[config.mk]
export PLATFORM = sky130hd
export DESIGN_NAME = rtcc_pulse_swallow
export DESIGN_NICKNAME = d
export VERILOG_FILES = /design/src/rtl/rtcc_pkg.sv /design/src/rtl/rtcc_rst_sync.sv /design/src/rtl/rtcc_cal_reg.sv /design/src/rtl/rtcc_window.sv /design/src/rtl/rtcc_gate.sv /design/src/rtl/rtcc_pulse_swallow.sv
export SDC_FILE = /design/constraint.sdc
export NUM_CORES = 1
export LEC_CHECK = 0
export ABC_AREA = 1
export BUFFER_PORTS_ARGS = -buffer_cell sky130_fd_sc_hd__buf_2
export CAP_MARGIN = 25
export CORE_UTILIZATION = 52
export DETAILED_ROUTE_END_ITERATION = 7
export GPL_TIMING_DRIVEN = 0
export MAX_ROUTING_LAYER = met4
export PLACE_DENSITY_LB_ADDON = 0.15
export SLEW_MARGIN = 20
export SYNTH_ARGS = -nofsm -noshare
export SYNTH_HDL_FRONTEND = slang
export SYNTH_HIERARCHICAL = 1
export SYNTH_SLANG_ARGS = --single-unit
[constraint.sdc]
create_clock -name clk -period 1.4 [get_ports clk]
set_input_delay 0.28 -clock clk [delete_from_list [all_inputs] [get_ports clk]]
set_output_delay 0.28 -clock clk [all_outputs]
set_load 0.005 [all_outputs]
[src/rtl/rtcc_pkg.sv]
package rtcc_pkg;
  localparam int CAL_W = 7;
  localparam int REG_W = 16;
  localparam int WIN_BITS = 20;
endpackage

[src/rtl/rtcc_rst_sync.sv]
module rtcc_rst_sync #(
  parameter int STAGES = 2
) (
  input  logic clk,
  input  logic rst_n_in,
  output logic rst_n_out
);
  logic [STAGES-1:0] sync_q;

  always_ff @(posedge clk or negedge rst_n_in) begin
    if (!rst_n_in) sync_q <= '0;
    else           sync_q <= {sync_q[STAGES-2:0], 1'b1};
  end

  assign rst_n_out = sync_q[STAGES-1];
endmodule

[src/rtl/rtcc_cal_reg.sv]
module rtcc_cal_reg #(
  parameter int REG_W = 16,
  parameter int CAL_W = 7
) (
  input  logic             clk,
  input  logic             rst_n,
  input  logic             we,
  input  logic [REG_W-1:0] wdata,
  output logic [REG_W-1:0] rdata,
  output logic [CAL_W-1:0] cal_q
);
  localparam int PAD_W = REG_W - CAL_W;

  logic [CAL_W-1:0] cal_d;
  logic             unused_hi;

  assign unused_hi = ^wdata[REG_W-1:CAL_W];

  always_comb begin
    cal_d = cal_q;
    if (we) cal_d = wdata[CAL_W-1:0];
  end

  always_ff @(posedge clk or negedge rst_n) begin
    if (!rst_n) cal_q <= '0;
    else        cal_q <= cal_d;
  end

  assign rdata = {{PAD_W{1'b0}}, cal_q};


  wr_take_chk: assert property (@(posedge clk) disable iff (!rst_n)
    we |=> (rdata == {{PAD_W{1'b0}}, $past(wdata[CAL_W-1:0])}));

  rd_hold_chk: assert property (@(posedge clk) disable iff (!rst_n)
    !we |=> $stable(rdata));
endmodule

[src/rtl/rtcc_window.sv]
module rtcc_window #(
  parameter int WIN_BITS = 20,
  parameter int CAL_W    = 7
) (
  input  logic                clk,
  input  logic                rst_n,
  input  logic                tick,
  input  logic                drop,
  input  logic [CAL_W-1:0]    cal_q,
  output logic [WIN_BITS-1:0] pos_q,
  output logic [CAL_W-1:0]    act_q,
  output logic                quota_ok
);
  localparam logic [WIN_BITS-1:0] LAST_POS = '1;

  logic [WIN_BITS-1:0] pos_d;
  logic [CAL_W-1:0]    act_d;
  logic [CAL_W-1:0]    used_q, used_d;
  logic                wrap;

  assign wrap     = tick && (pos_q == LAST_POS);
  assign quota_ok = (used_q < act_q);

  always_comb begin
    pos_d  = pos_q;
    act_d  = act_q;
    used_d = used_q;
    if (tick) pos_d = pos_q + 1'b1;
    if (wrap) begin
      act_d  = cal_q;
      used_d = '0;
    end else if (tick && drop) begin
      used_d = used_q + 1'b1;
    end
  end

  always_ff @(posedge clk or negedge rst_n) begin
    if (!rst_n) begin
      pos_q  <= '0;
      act_q  <= '0;
      used_q <= '0;
    end else begin
      pos_q  <= pos_d;
      act_q  <= act_d;
      used_q <= used_d;
    end
  end


  pos_hold_chk: assert property (@(posedge clk) disable iff (!rst_n)
    !tick |=> $stable(pos_q));

  act_hold_chk: assert property (@(posedge clk) disable iff (!rst_n)
    !wrap |=> $stable(act_q));

  used_cap_chk: assert property (@(posedge clk) disable iff (!rst_n)
    used_q <= act_q);
endmodule

[src/rtl/rtcc_gate.sv]
module rtcc_gate #(
  parameter int WIN_BITS = 20,
  parameter int CAL_W    = 7
) (
  input  logic                clk,
  input  logic                rst_n,
  input  logic                tick,
  input  logic [WIN_BITS-1:0] pos,
  input  logic [CAL_W-1:0]    act,
  input  logic                quota_ok,
  output logic                drop,
  output logic                tick_out
);
  localparam int SPAN = WIN_BITS - CAL_W;

  logic [WIN_BITS-1:0] rev;
  logic                hit;
  logic                out_d;

  for (genvar i = 0; i < WIN_BITS; i++) begin : g_rev
    assign rev[i] = pos[WIN_BITS-1-i];
  end

  assign hit  = (rev < {{SPAN{1'b0}}, act});
  assign drop = tick && hit && quota_ok;

  always_comb begin
    out_d = 1'b0;
    if (tick) out_d = !drop;
  end

  always_ff @(posedge clk or negedge rst_n) begin
    if (!rst_n) tick_out <= 1'b0;
    else        tick_out <= out_d;
  end


  out_needs_tick_chk: assert property (@(posedge clk) disable iff (!rst_n)
    tick_out |-> $past(tick));

  zero_cal_pass_chk: assert property (@(posedge clk) disable iff (!rst_n)
    (tick && act == '0) |=> tick_out);

  spread_pass_chk: assert property (@(posedge clk) disable iff (!rst_n)
    (tick && pos[SPAN-1:0] != '0) |=> tick_out);
endmodule

[src/rtl/rtcc_pulse_swallow.sv]
module rtcc_pulse_swallow #(
  parameter int WIN_BITS = rtcc_pkg::WIN_BITS,
  parameter int CAL_W    = rtcc_pkg::CAL_W,
  parameter int REG_W    = rtcc_pkg::REG_W
) (
  input  logic             clk,
  input  logic             rst_n,
  input  logic             tick_in,
  input  logic             cal_we,
  input  logic [REG_W-1:0] cal_wdata,
  output logic [REG_W-1:0] cal_rdata,
  output logic             tick_out
);
  logic                rst_n_s;
  logic [CAL_W-1:0]    cal_q;
  logic [WIN_BITS-1:0] pos_q;
  logic [CAL_W-1:0]    act_q;
  logic                quota_ok;
  logic                drop;

  rtcc_rst_sync #(.STAGES(2)) u_rst (
    .clk      (clk),
    .rst_n_in (rst_n),
    .rst_n_out(rst_n_s)
  );

  rtcc_cal_reg #(.REG_W(REG_W), .CAL_W(CAL_W)) u_reg (
    .clk  (clk),
    .rst_n(rst_n_s),
    .we   (cal_we),
    .wdata(cal_wdata),
    .rdata(cal_rdata),
    .cal_q(cal_q)
  );

  rtcc_window #(.WIN_BITS(WIN_BITS), .CAL_W(CAL_W)) u_win (
    .clk     (clk),
    .rst_n   (rst_n_s),
    .tick    (tick_in),
    .drop    (drop),
    .cal_q   (cal_q),
    .pos_q   (pos_q),
    .act_q   (act_q),
    .quota_ok(quota_ok)
  );

  rtcc_gate #(.WIN_BITS(WIN_BITS), .CAL_W(CAL_W)) u_gate (
    .clk     (clk),
    .rst_n   (rst_n_s),
    .tick    (tick_in),
    .pos     (pos_q),
    .act     (act_q),
    .quota_ok(quota_ok),
    .drop    (drop),
    .tick_out(tick_out)
  );


  reset_idle_chk: assert property (@(posedge clk)
    !rst_n_s |-> (!tick_out && cal_rdata == '0));
endmodule

# Word level (Yosys, flattened, before mapping)
# Index checks and enable logic that the tools add are counted.
# totals
regBits,44
# op_classes
addsub,2
n_lt_le_gt_ge,2
n_eq_ne,1
n_mux,3
reduce_logical,6
# op_table
operator,n
adder 20 x 1 -> 20 bit (second input constant),1
== test 20 bit (second input constant),1
< comparator 20 x 7 -> 1 bit,1
2-to-1 mux 7 bit,2
adder 7 x 1 -> 7 bit (second input constant),1
< comparator 7 bit,1
logical AND 1 bit,4
nonzero test 2 bit,1
logical NOT 1 bit,1
2-to-1 mux 1 bit,1

# Longest topological paths before layout
# Gate-level depths: netlist (run 1).
# depth
ltp_word,6
depth_mapped,15
ltp_nobuf,15

# By module
# The synthesis (run 1) kept the hierarchy.
# by_module_without_submodules
mod,instances,cells_per_inst,area_each_um2,seq_area_each_um2
rtcc_window,1,219,1864.3,850.8
rtcc_cal_reg,1,47,392.9,175.2
rtcc_gate,1,66,337.8,25.0
rtcc_rst_sync,1,3,53.8,50.0

# Worst setup path before layout (run 1)
# Ideal clock, no wire load.
# synth_timing
kind,register to register
startpoint,register u_win.used_q[2]
endpoint,register u_win.used_q[5]
arrival_ns,1.875
required_ns,1.286
setup_slack_ns,-0.589
path_stages_with_launch,13
path_buffers,0
path_cell_list,dfrtp_1 > ha_1 > a21oi_1 > nand2_1 > a21oi_1 > and3_1 > nand4_1 > a21oi_1 > nand2_2 > nor2_1 > nand4_1 > nand3_1 > inv_1
# synth_via
elab_chain_len,4
# synth_rtl
item,line_no,source
"start, declared",rtcc_window.sv:18,"logic [CAL_W-1:0] used_q, used_d;"
"start signal, assigned",rtcc_window.sv:45,used_q <= used_d;
< comparator 7 bit,rtcc_window.sv:22,assign quota_ok = (used_q < act_q);
net quota_ok,rtcc_pulse_swallow.sv:18,logic quota_ok;
logical AND 1 bit,rtcc_gate.sv:25,assign drop = tick && hit && quota_ok;
net drop,rtcc_pulse_swallow.sv:19,logic drop;
logical AND 1 bit,rtcc_window.sv:32,end else if (tick && drop) begin
nonzero test 2 bit (no source line),-,
# The timed path passes the listed nets, and every way through them passes these cells. The select of a mux whose other input is x is not followed.
# A chain may end at the register's enable or synchronous reset.

# Final worst setup path (run 1)
# layout_timing
startpoint,register u_win.act_q[2]
endpoint,register u_win.used_q[2]
# layout_rtl
item,line_no,source
"start, declared",rtcc_window.sv:11,"output logic [CAL_W-1:0] act_q,"
"start signal, assigned",rtcc_window.sv:44,act_q <= act_d;
< comparator 7 bit,rtcc_window.sv:22,
net quota_ok,rtcc_pulse_swallow.sv:18,
logical AND 1 bit,rtcc_gate.sv:25,
net drop,rtcc_pulse_swallow.sv:19,
logical AND 1 bit,rtcc_window.sv:32,
nonzero test 2 bit (no source line),-,
# The timed path passes the listed nets, and every way through them passes these cells.

==> flow_metrics.py, run 1 <==
metrics = {
    "run_status": {
        "status": "complete, but fails checks",
        "violations": "setup timing",
    },
    "logic_synthesis": {
        "synth.distinct_cells": 27,
        "yosysTopAreaCell": "dfrtp_1",
        "synth_compound_area_share_pct": 2.22,
        "synth-seq-cells": 44,
        "yosysMostFrequentCell": "nand2_1",
        "synthAdderAreaFrac_pct": 6.61,
        "syn_area_um2": 2650,
        "yosysTopAreaCellShare_pct": 41.6,
        "syn_inst": 335,
        "synth_flop_cell": "dfrtp_1",
        "synthSimpleGateAreaFrac_pct": 29.3,
        "yosysSeqAreaShare_pct": 41.6,
        "yosys_warnings": 6,
        "synth_commonest_cells": "nand2_1, inv_1, dfrtp_1",
        "synth_top_family_by_area": "simple AND/OR/NAND/NOR gates",
        "synth.mux.area_fraction_pct": 0,
        "yosys-top-cells-area": "dfrtp_1, nand2_1, inv_1",
        "avgSynthCellArea_um2": 7.91,
        "synth_xor_xnor_area_share_pct": 5.95,
        "synthArstFlopShare_pct": 100,
        "synth-edff-count": 0,
    },
    "cts": {
        "cts_root_buffer": "clkbuf_8",
        "h-tree-depth": 2,
        "cts_tree": "done",
        "clock_path_buffers": 2,
        "cts.sinks": 44,
        "clkLatencyLatePin_ps": 290,
        "clk_pin_slew_ps": 80,
        "numCtsBuffers": 5,
    },
    "detailed_routing": {
        "drt_iter0_drc": 147,
        "drc": 0,
        "avgViaCountPerCell": 4.79,
        "wl_per_cell_um": 12.3,
        "antenna_left": 0,
        "drt-total-wl_um": 5710,
        "drtPass1Iterations": 4,
        "vias": 2223,
    },
    "worst_setup_path": {
        "end_kind": "flip-flop",
        "critPathRequiredTime_ps": 1620,
        "r2r-start": "u_win/act_q[2]",
        "critPathArrivalTime_ps": 2320,
        "path_buf_inv": 2,
        "critPathLaunchType": "flip-flop",
        "worst-setup-path-type": "flip-flop to flip-flop",
        "path_max_fanout": 5,
        "crit_path_top_delay_cell": "dfrtp_1",
        "rr_endpoint": "u_win/used_q[2]",
        "slowest_delay_ps": 400,
        "cp_top_family": "simple AND/OR/NAND/NOR gates",
        "reg2reg_depth": 13,
        "regToRegSetupSlack_ps": -700,
        "path_cells": "inv_2 > ha_4 > a21oi_2 > nand2_1 > a21oi_2 > and3_1 > nand4_1 > a21oi_2 > nand2_4 > inv_4 > nand2_1 > xor2_1 > nor2_1",
        "crit_top_cell": "a21oi_2",
    },
    "global_route": {
        "gr-total-overflow": 0,
        "grt_pass1_wl_um": 8830,
        "grt_util_all_layers_pct": 22.3,
        "antenna_found_initial": 0,
        "grt_pass1_vias": 1987,
        "grt_max_degree": 29,
    },
    "sta": {
        "hold_viol": 0,
        "worst_clock_skew_ps": 3.96,
        "post-route-period-util_pct": 150,
        "fmax_mhz": 476,
        "maxSlewViolCount": 0,
        "rsz0062_at_grt": "true",
        "fin_ws_ps": -699,
        "setup_violations": 19,
        "finalSetupTns_ps": -5390,
        "period_needed_ps": 2100,
    },
    "die": {
        "core_region_area_um2": 4820,
        "std_cell_rows": 25,
        "pin_count": 37,
        "die_w_um": 73.4,
        "start_util_pct": 55.0,
        "die_area_um2": 5380,
        "die_h_um": 73.4,
    },
    "cells_and_area": {
        "seq_area_um2": 1110,
        "final_area_um2": 3430,
        "drive_gt1_share_pct": 32.2,
        "multi_input_area_um2": 1430,
        "final_nets": 430,
        "diodes": 0,
        "fillers": 362,
        "syn2layout_area_growth_pct": 29.5,
    },
    "power": {
        "p_leak_uw": 0.00192,
        "p_sw_uw": 1110,
        "cellPowerDensity_nw_per_um2": 1040,
        "p_int_uw": 2450,
        "irDropWorstVdd_uv": 1170,
        "netSwitchingFraction_pct": 31.1,
        "power.share.clock_pct": 27.3,
        "pwr-share-seq_pct": 45.7,
        "pwr-share-comb_pct": 27.0,
    },
    "placement": {
        "dpl_cell_area_um2": 2880,
        "gp_congestion": 0.798,
        "dpl.hpwl_um": 3540,
        "io_buffers": 17,
    },
    "min_path": {
        "hold_class": "flip-flop to asynchronous set/reset pin",
    },
    "run": {
        "drv_cap": 0,
    },
}
[worst reg2reg max path, stage by stage, from the launching register on]
cell and delay, ps:
dfrtp_1 400, inv_2 100, ha_4 210, a21oi_2 130, nand2_1 90, a21oi_2 150
and3_1 170, nand4_1 90, a21oi_2 180, nand2_4 120, inv_4 80, nand2_1 60
xor2_1 140, nor2_1 120
[worst max path at each step]
stage / from / to / slack [ps] / cells past startpoint
2_1_floorplan: u_win/used_q[2] / u_win/used_q[2] / -520 / 12
3_3_place_gp: u_win/used_q[2] / u_win/used_q[2] / -700 / 12
3_5_place_dp: u_win/used_q[2] / u_win/used_q[2] / -760 / 12
4_1_cts: u_win/used_q[2] / u_win/used_q[5] / -690 / 13
5_1_grt: u_win/act_q[2] / u_win/used_q[5] / -860 / 14
6_report: u_win/act_q[2] / u_win/used_q[2] / -700 / 13
[repair_timing]
action	CTS	global route
pin swaps	13	19
setup buffers	9	16
resized for setup	20	33
cloned	2	0
endpoints found under the setup margin	17	26
hold buffers	1	0
endpoints found under the hold margin	2	0
[layout by cell type, fill, tap and decap left out, drive strengths merged]
cell          n
a21oi         7
a31oi         1
and2          1
and3          1
buf          61
bufinv        1
clkbuf        5
clkinv        1
clkinvlp      1
conb         10
dfrtp        44
dlygate4sd3   1
ha           14
inv          62
nand2        98
nand3        18
nand3b        8
nand4         5
nor2         35
nor3          2
o211ai        1
o21ai         2
xnor2         6
xor2         12
[logic make-up (layout without fill, tap and decap cells)]
kind of cell / count (synthesis) / count (layout)
other cells: 2 / 10
compound gates: 11 / 11
simple gates: 166 / 168
fa+ha+maj: 14 / 14
flops: 44 / 44
xor+xnor: 18 / 18
buf+inv: 80 / 132
[area by class of cell]
| class | count | area share [%] |
|---|---|---|
| well taps | 67 | 2.44 |
| inverters | 62 | 6.86 |
| multi-input cells | 221 | 41.8 |
| clock buffers | 5 | 2.01 |
| plain buffers | 18 | 4.05 |
| clock inverters | 3 | 1.24 |
| repair buffers | 44 | 9.27 |
| flip-flops and latches | 44 | 32.4 |
[layer usage]
metal / part of all wire, % / global-route usage, % / wire length (µm)
met2: 51 / 37.2 / 2910
met3: 3.6 / 4.66 / 205
met5: 0 / - / 0
met1: 44 / 27.5 / 2480
met4: 2.0 / 6.20 / 114
[power groups by stage]
stage	registers [µW]	logic, µW	clock network [µW]
2_1_floorplan	1600	425	0
3_3_place_gp	1630	523	0
3_5_place_dp	1630	571	0
4_1_cts	1600	730	998
5_1_grt	1650	1070	1040
6_report	1630	961	970
[stage by stage]
stage	hold WS, ps	power [µW]	setup WS, ps	util (%)	instances
after global routing	185	3770	-861	71.2	464
final	177	3560	-699	71.2	464
after detailed placement	66.9	2200	-761	59.8	428
after floorplan	-15.6	2030	-517	-	343
after CTS	171	3330	-693	66.0	448
after global placement	66.2	2160	-705	59.4	427
[sequential cells by signal (all words and copies together) (netlist names)]
name / flops
u_gate/tick_out: 1
u_win/pos_q: 20
u_reg/cal_q: 7
u_rst/sync_q: 2
u_win/used_q: 7
u_win/act_q: 7
Power figures use the tool's default switching activity.
==> inputs of run 2 (changes only) <==
--- a/config.mk
+++ b/config.mk
@@ -8,7 +8,7 @@
 export ABC_AREA = 1
 export BUFFER_PORTS_ARGS = -buffer_cell sky130_fd_sc_hd__buf_2
 export CAP_MARGIN = 25
-export CORE_UTILIZATION = 52
+export CORE_UTILIZATION = 50
 export DETAILED_ROUTE_END_ITERATION = 7
 export GPL_TIMING_DRIVEN = 0
 export MAX_ROUTING_LAYER = met4
==> run 2 against run 1 <==
The flow still finishes with violations (setup timing). Worst hold slack improved by 8.8 ps. Sequential power about the same. Utilization fell by 4.2 points. First-iteration DRC count is 33% lower. Register-to-register slack better by 50 ps. Final cell count increased by 0.22%. Critical path depth stayed put. Final area decreased by 0.22%.
==> flow_metrics.py, run 2 (synthesis results as in run 1) <==
metrics = {
    "sta": {
        "worst_clock_skew_ps": 10.6,
        "fmax_mhz": 488,
        "rsz0062_at_grt": "true",
        "post-route-period-util_pct": 147,
        "maxSlewViolCount": 0,
        "relSlewSlack_pct": 59.1,
        "period_needed_ps": 2050,
        "fin_ws_ps": -651,
        "tightest_slew_ps": 613,
        "setup_violations": 17,
        "hold_viol": 0,
    },
    "die": {
        "die_area_um2": 5590,
        "start_util_pct": 51.9,
        "core_region_area_um2": 5110,
        "die_h_um": 74.8,
        "std_cell_rows": 26,
        "pin_count": 37,
        "die_w_um": 74.8,
    },
    "run": {
        "drv_cap": 0,
    },
    "power": {
        "power.share.clock_pct": 24.8,
        "p_int_uw": 2260,
        "finalPower_uw": 3310,
        "pwr-share-comb_pct": 26.3,
        "irDropWorstVdd_uv": 1080,
        "p_sw_uw": 1040,
        "netSwitchingFraction_pct": 31.5,
        "cellPowerDensity_nw_per_um2": 966,
        "p_leak_uw": 0.00191,
        "pwr-share-seq_pct": 48.9,
    },
    "worst_setup_path": {
        "path_buf_inv": 1,
        "path_cells": "ha_4 > a21oi_2 > nand2_1 > a21oi_2 > and3_1 > nand4_1 > a21oi_2 > nand2_4 > nor2_4 > nand3_1 > nand2_1 > nand3_1 > inv_1",
        "critPathLaunchType": "flip-flop",
        "slowest_delay_ps": 440,
        "critPathRequiredTime_ps": 1640,
        "path_max_fanout": 5,
        "crit_path_top_delay_cell": "dfrtp_1",
        "end_kind": "flip-flop",
        "critPathArrivalTime_ps": 2300,
        "crit_top_cell": "a21oi_2",
        "worst-setup-path-type": "flip-flop to flip-flop",
        "cp_top_family": "simple AND/OR/NAND/NOR gates",
    },
    "cells_and_area": {
        "drive_gt1_share_pct": 31.6,
        "mostFrequentLayoutCells": "nand2_1, inv_1, dfrtp_1",
        "largest_register_ffs": 20,
        "largest-register": "u_win/pos_q",
        "fillers": 431,
        "final_core_util_pct": 67.0,
        "seq_area_um2": 1110,
        "final_nets": 428,
        "syn2layout_area_growth_pct": 29.2,
        "diodes": 0,
        "final_cells": 465,
        "multi_input_area_um2": 1440,
        "final_common_cell": "nand2_1",
        "final_area_um2": 3420,
    },
    "cts": {
        "cts_root_buffer": "clkbuf_8",
        "h-tree-depth": 2,
        "cts_tree": "done",
        "clk_pin_slew_ps": 90,
        "numCtsBuffers": 5,
        "clock_path_buffers": 2,
        "cts.sinks": 44,
        "clkLatencyLatePin_ps": 300,
    },
    "global_route": {
        "antenna_found_initial": 0,
        "grt_max_degree": 27,
        "grt_pass1_wl_um": 8420,
        "grt_pass1_vias": 1875,
        "grt_util_all_layers_pct": 20.9,
        "gr-total-overflow": 0,
    },
    "run_status": {
        "violations": "setup timing",
        "status": "complete, but fails checks",
    },
    "min_path": {
        "hold_class": "input port to flip-flop",
    },
    "detailed_routing": {
        "avgViaCountPerCell": 4.62,
        "drtPass1Iterations": 4,
        "drt_iter0_drc": 99,
        "drc": 0,
        "vias": 2147,
        "drt-total-wl_um": 5370,
        "antenna_left": 0,
        "wl_per_cell_um": 11.5,
    },
    "placement": {
        "dp.cells": 431,
        "dpl.hpwl_um": 3460,
        "io_buffers": 17,
        "gp_congestion": 0.761,
        "dpl_cell_area_um2": 2890,
    },
}
-- run 2: cell count changes in the layout (fill, tap and decap cells not counted), sizes merged --
cell      before  now
bufinv         1    0
clkbuf         5    8
clkinvlp       1    0
clkinv         1    0
buf           61   59
-- run 2: routing by layer --
metal  track usage (%)  vias to the layer above  wire length (µm)
met5                 -                        -                 0
met4              6.50                        0                36
met3              4.15                        4               164
met2              32.5                       35              2760
met1              27.4                      994              2400
li1                  -                     1114                 -
-- run 2: path summary, 6_finish.rpt --
kind                                  from              end  slack [ps]  depth (start not counted)
hold / removal                cal_wdata[0]   u_reg/cal_q[0]         190                          3
hold reg to reg            u_rst/sync_q[1]  u_win/used_q[0]         280                          0
setup / recovery           u_win/used_q[2]  u_win/used_q[5]        -650                         13
min in group asynchronous  u_rst/sync_q[1]  u_win/used_q[0]         280                          0
setup reg to reg           u_win/used_q[2]  u_win/used_q[5]        -650                         13
max in group asynchronous  u_rst/sync_q[1]  u_win/pos_q[15]         600                          1
-- run 2: repair_timing --
action	CTS	global route
setup endpoints to repair	17	24
hold buffers	1	0
gates cloned	2	0
resized for setup	20	34
buffers inserted	10	13
pin swaps	19	28
endpoints found under the hold margin	2	0
-- run 2: stage by stage --
| stage | hold WS [ps] | TNS, ps | setup slack (ps) |
|---|---|---|---|
| final | 186 | -4650 | -651 |
| after global routing | 188 | -6750 | -770 |
| after CTS | 175 | -4450 | -654 |
| after detailed placement | 67.5 | -5330 | -728 |
| after global placement | 65.1 | -25840 | -719 |
| after floorplan | -15.6 | -3240 | -517 |
-- run 2: power by group through the flow --
stage	logic [µW]	registers, µW	clock network [µW]
after floorplan	425	1600	0
after global placement	522	1640	0
after detailed placement	552	1630	0
after CTS	690	1600	848
after global routing	966	1640	894
final	870	1620	820
-- run 2: final cells by class --
cell class	count	area share (%)
inverters	62	6.87
clock buffers	8	2.63
repair buffers	42	9.54
well taps	70	2.56
plain buffers	18	4.06
multi-input cells	221	42.0
flip-flops and latches	44	32.4
-- run 2: worst register-to-register path: stages (launching register included) --
cell     delay, ps
dfrtp_1        440
ha_4           270
a21oi_2        100
nand2_1         90
a21oi_2        160
and3_1         160
nand4_1         90
a21oi_2        170
nand2_4        110
nor2_4         130
nand3_1         80
nand2_1         70
nand3_1         70
inv_1           50
==> inputs of run 3 (changes only) <==
--- a/config.mk
+++ b/config.mk
@@ -5,7 +5,7 @@
 export SDC_FILE = /design/constraint.sdc
 export NUM_CORES = 1
 export LEC_CHECK = 0
-export ABC_AREA = 1
+export ABC_AREA = 0
 export BUFFER_PORTS_ARGS = -buffer_cell sky130_fd_sc_hd__buf_2
 export CAP_MARGIN = 25
 export CORE_UTILIZATION = 50
==> run 3 against run 2 <==
The flow finishes with violations (DRC, setup timing). Clock power increased by 16%. Critical path type unchanged. Sequential share of layout area increased by 3.4 points. First-iteration DRC count decreased by 15%. Clock-buffer cell count decreased by 2. Critical endpoint unchanged. Non-clock buffer count increased by 7. Critical path depth decreased by 1. Combinational power decreased by 30%. Power decreased by 4.5%. Routed wire length decreased by 20%.
==> flow_metrics.py, run 3 <==
metrics = {
    "run_status": {
        "status": "complete, but fails checks",
        "violations": "DRC, setup timing",
    },
    "power": {
        "pwr-share-comb_pct": 19.2,
        "netSwitchingFraction_pct": 26.1,
        "p_leak_uw": 0.00151,
        "irDropWorstVdd_uv": 539,
        "cellPowerDensity_nw_per_um2": 1010,
        "p_int_uw": 2330,
        "power.share.clock_pct": 30.2,
        "finalPower_uw": 3160,
        "pwr-share-seq_pct": 50.6,
        "p_sw_uw": 825,
    },
    "cells_and_area": {
        "multi_input_area_um2": 1260,
        "mostFrequentLayoutCells": "buf_4, dfrtp_1, buf_2",
        "seq_area_um2": 1110,
        "diodes": 0,
        "largest_register_ffs": 20,
        "largest-register": "u_win/pos_q",
        "fillers": 317,
        "final_nets": 306,
        "drive_gt1_share_pct": 45.8,
        "syn2layout_area_growth_pct": 31.6,
        "final_common_cell": "buf_4",
    },
    "cts": {
        "h-tree-depth": 2,
        "clkLatencyLatePin_ps": 290,
        "numCtsBuffers": 5,
        "cts_tree": "done",
        "clk_pin_slew_ps": 80,
        "cts.sinks": 44,
        "clock_path_buffers": 2,
        "cts_root_buffer": "clkbuf_8",
    },
    "logic_synthesis": {
        "synth-edff-count": 0,
        "synth-seq-cells": 44,
        "avgSynthCellArea_um2": 11.3,
        "yosysSeqAreaShare_pct": 46.6,
        "synth_flop_cell": "dfrtp_1",
        "syn_inst": 210,
        "synth_commonest_cells": "dfrtp_1, buf_4, nand2_1",
        "syn_area_um2": 2360,
        "yosysTopAreaCellShare_pct": 46.6,
        "yosys-top-cells-area": "dfrtp_1, ha_1, mux2_4",
        "yosysTopAreaCell": "dfrtp_1",
        "yosys_warnings": 6,
        "synth.distinct_cells": 36,
        "yosysMostFrequentCell": "dfrtp_1",
        "synthArstFlopShare_pct": 100,
    },
    "worst_setup_path": {
        "crit_path_top_delay_cell": "dfrtp_1",
        "slowest_delay_ps": 400,
        "critPathArrivalTime_ps": 2610,
        "critPathRequiredTime_ps": 1620,
        "critPathLaunchType": "flip-flop",
        "worst-setup-path-type": "flip-flop to flip-flop",
        "path_max_fanout": 3,
        "crit_top_cell": "buf_4",
        "end_kind": "flip-flop",
        "path_cells": "buf_4 > buf_4 > inv_1 > ha_1 > a211o_1 > a21oi_2 > o21ai_1 > a31oi_4 > and3_4 > nand4_1 > xor2_1 > nor2_1",
    },
    "detailed_routing": {
        "drtPass1Iterations": 6,
        "drt-total-wl_um": 4310,
        "drt_iter0_drc": 84,
        "avgViaCountPerCell": 5.02,
        "antenna_left": 0,
        "wl_per_cell_um": 13.3,
        "vias": 1632,
        "drc": 2,
    },
    "placement": {
        "io_buffers": 17,
        "gp_congestion": 0.814,
        "dpl.hpwl_um": 2900,
    },
    "sta": {
        "finalSetupTns_ps": -10400,
        "maxSlewViolCount": 0,
        "post-route-period-util_pct": 170,
        "worst_clock_skew_ps": 7.60,
        "fmax_mhz": 419,
        "hold_viol": 0,
        "setup_violations": 26,
        "fin_ws_ps": -986,
        "rsz0062_at_grt": "true",
        "period_needed_ps": 2390,
    },
    "global_route": {
        "gr-total-overflow": 0,
        "grt_pass1_wl_um": 7130,
        "antenna_found_initial": 0,
        "grt_pass1_vias": 1523,
        "grt_util_all_layers_pct": 19.0,
        "grt_max_degree": 30,
    },
    "die": {
        "pin_count": 37,
        "core_region_area_um2": 4440,
        "die_area_um2": 5010,
        "start_util_pct": 53.2,
        "die_w_um": 70.8,
        "std_cell_rows": 24,
        "die_h_um": 70.8,
    },
    "min_path": {
        "hold_class": "flip-flop to asynchronous set/reset pin",
    },
    "run": {
        "drv_cap": 0,
    },
}
run 3: repair_timing:
action                                  CTS  global route
gates resized for setup                  15            27
pin swaps                                15            10
cloned                                    0             0
endpoints found under the setup margin   23            26
hold buffers                              1             0
hold endpoints to repair                  2             0
setup buffers                            16            15
run 3: worst paths after layout:
kind	slack [ps]	depth (start not counted)	start	to
min in group clk	210	2	cal_wdata[1]	u_reg/cal_q[1]
max	-990	12	u_win/act_q[5]	u_win/used_q[5]
max reg2reg	-990	12	u_win/act_q[5]	u_win/used_q[5]
max in group asynchronous	770	1	u_rst/sync_q[1]	u_win/pos_q[1]
min	160	0	u_rst/sync_q[1]	u_win/pos_q[19]
min reg2reg	160	0	u_rst/sync_q[1]	u_win/pos_q[19]
run 3: cell families (layout without fill, tap and decap cells):
kind of cell               after synthesis  count (layout)  share of synthesized area (%)
muxes                                   15              15                           8.73
and+or+nand+nor                         65              65                           15.3
other                                    2              10                          0.318
DFF                                     44              44                           46.6
xor gates and xnor gates                25              25                           9.26
AOI/OAI and AO/OA                       13              13                           3.70
buffers and inverters                   32              87                           8.73
adders and majority gates               14              14                           7.41
run 3: power by group through the flow:
stage | combinational [µW] | sequential, µW | clock [µW]
floorplan | 296 | 1560 | 0
global placement | 349 | 1610 | 0
detailed placement | 382 | 1590 | 0
CTS | 443 | 1570 | 979
global route | 651 | 1620 | 1040
finish | 607 | 1600 | 952
run 3: worst max-delay path: cells and delay by family, from the launching register on:
family | cells | cell delay [ps]
and+or+nand+nor | 3 | 420
DFF | 1 | 400
AOI/OAI and AO/OA | 4 | 770
buffers and inverters | 3 | 320
adders and majority gates | 1 | 240
xor gates and xnor gates | 1 | 180
run 3: per-layer routing:
metal / track usage, % / part of all wire (%) / vias up
met5: - / 0 / -
li1: - / - / 811
met3: 4.84 / 3.8 / 3
met2: 29.3 / 46 / 25
met1: 25.9 / 49 / 793
met4: 3.33 / 0.53 / 0
run 3: per-stage QoR:
| step | setup WS [ps] | instance area [µm²] | cells | util (%) | hold slack, ps |
|---|---|---|---|---|---|
| finish | -986 | 3110 | 325 | 70.0 | 159 |
| global route | -1170 | 3110 | 325 | 70.0 | 182 |
| CTS | -946 | 2910 | 312 | 65.4 | 171 |
| detailed placement | -1150 | 2610 | 288 | 58.7 | 69.0 |
| global placement | -1140 | 2590 | 287 | 58.2 | 65.2 |
| floorplan | -864 | 2440 | 218 | - | -15.6 |
run 3: final cells by class:
cell class              instances  area share, %
clock buffers                   6           2.33
well taps                      52           2.09
clock inverters                 2           1.13
multi-input cells             142           40.6
plain buffers                  20           5.47
repair buffers                 47           11.2
flip-flops and latches         44           35.7
inverters                      12           1.45
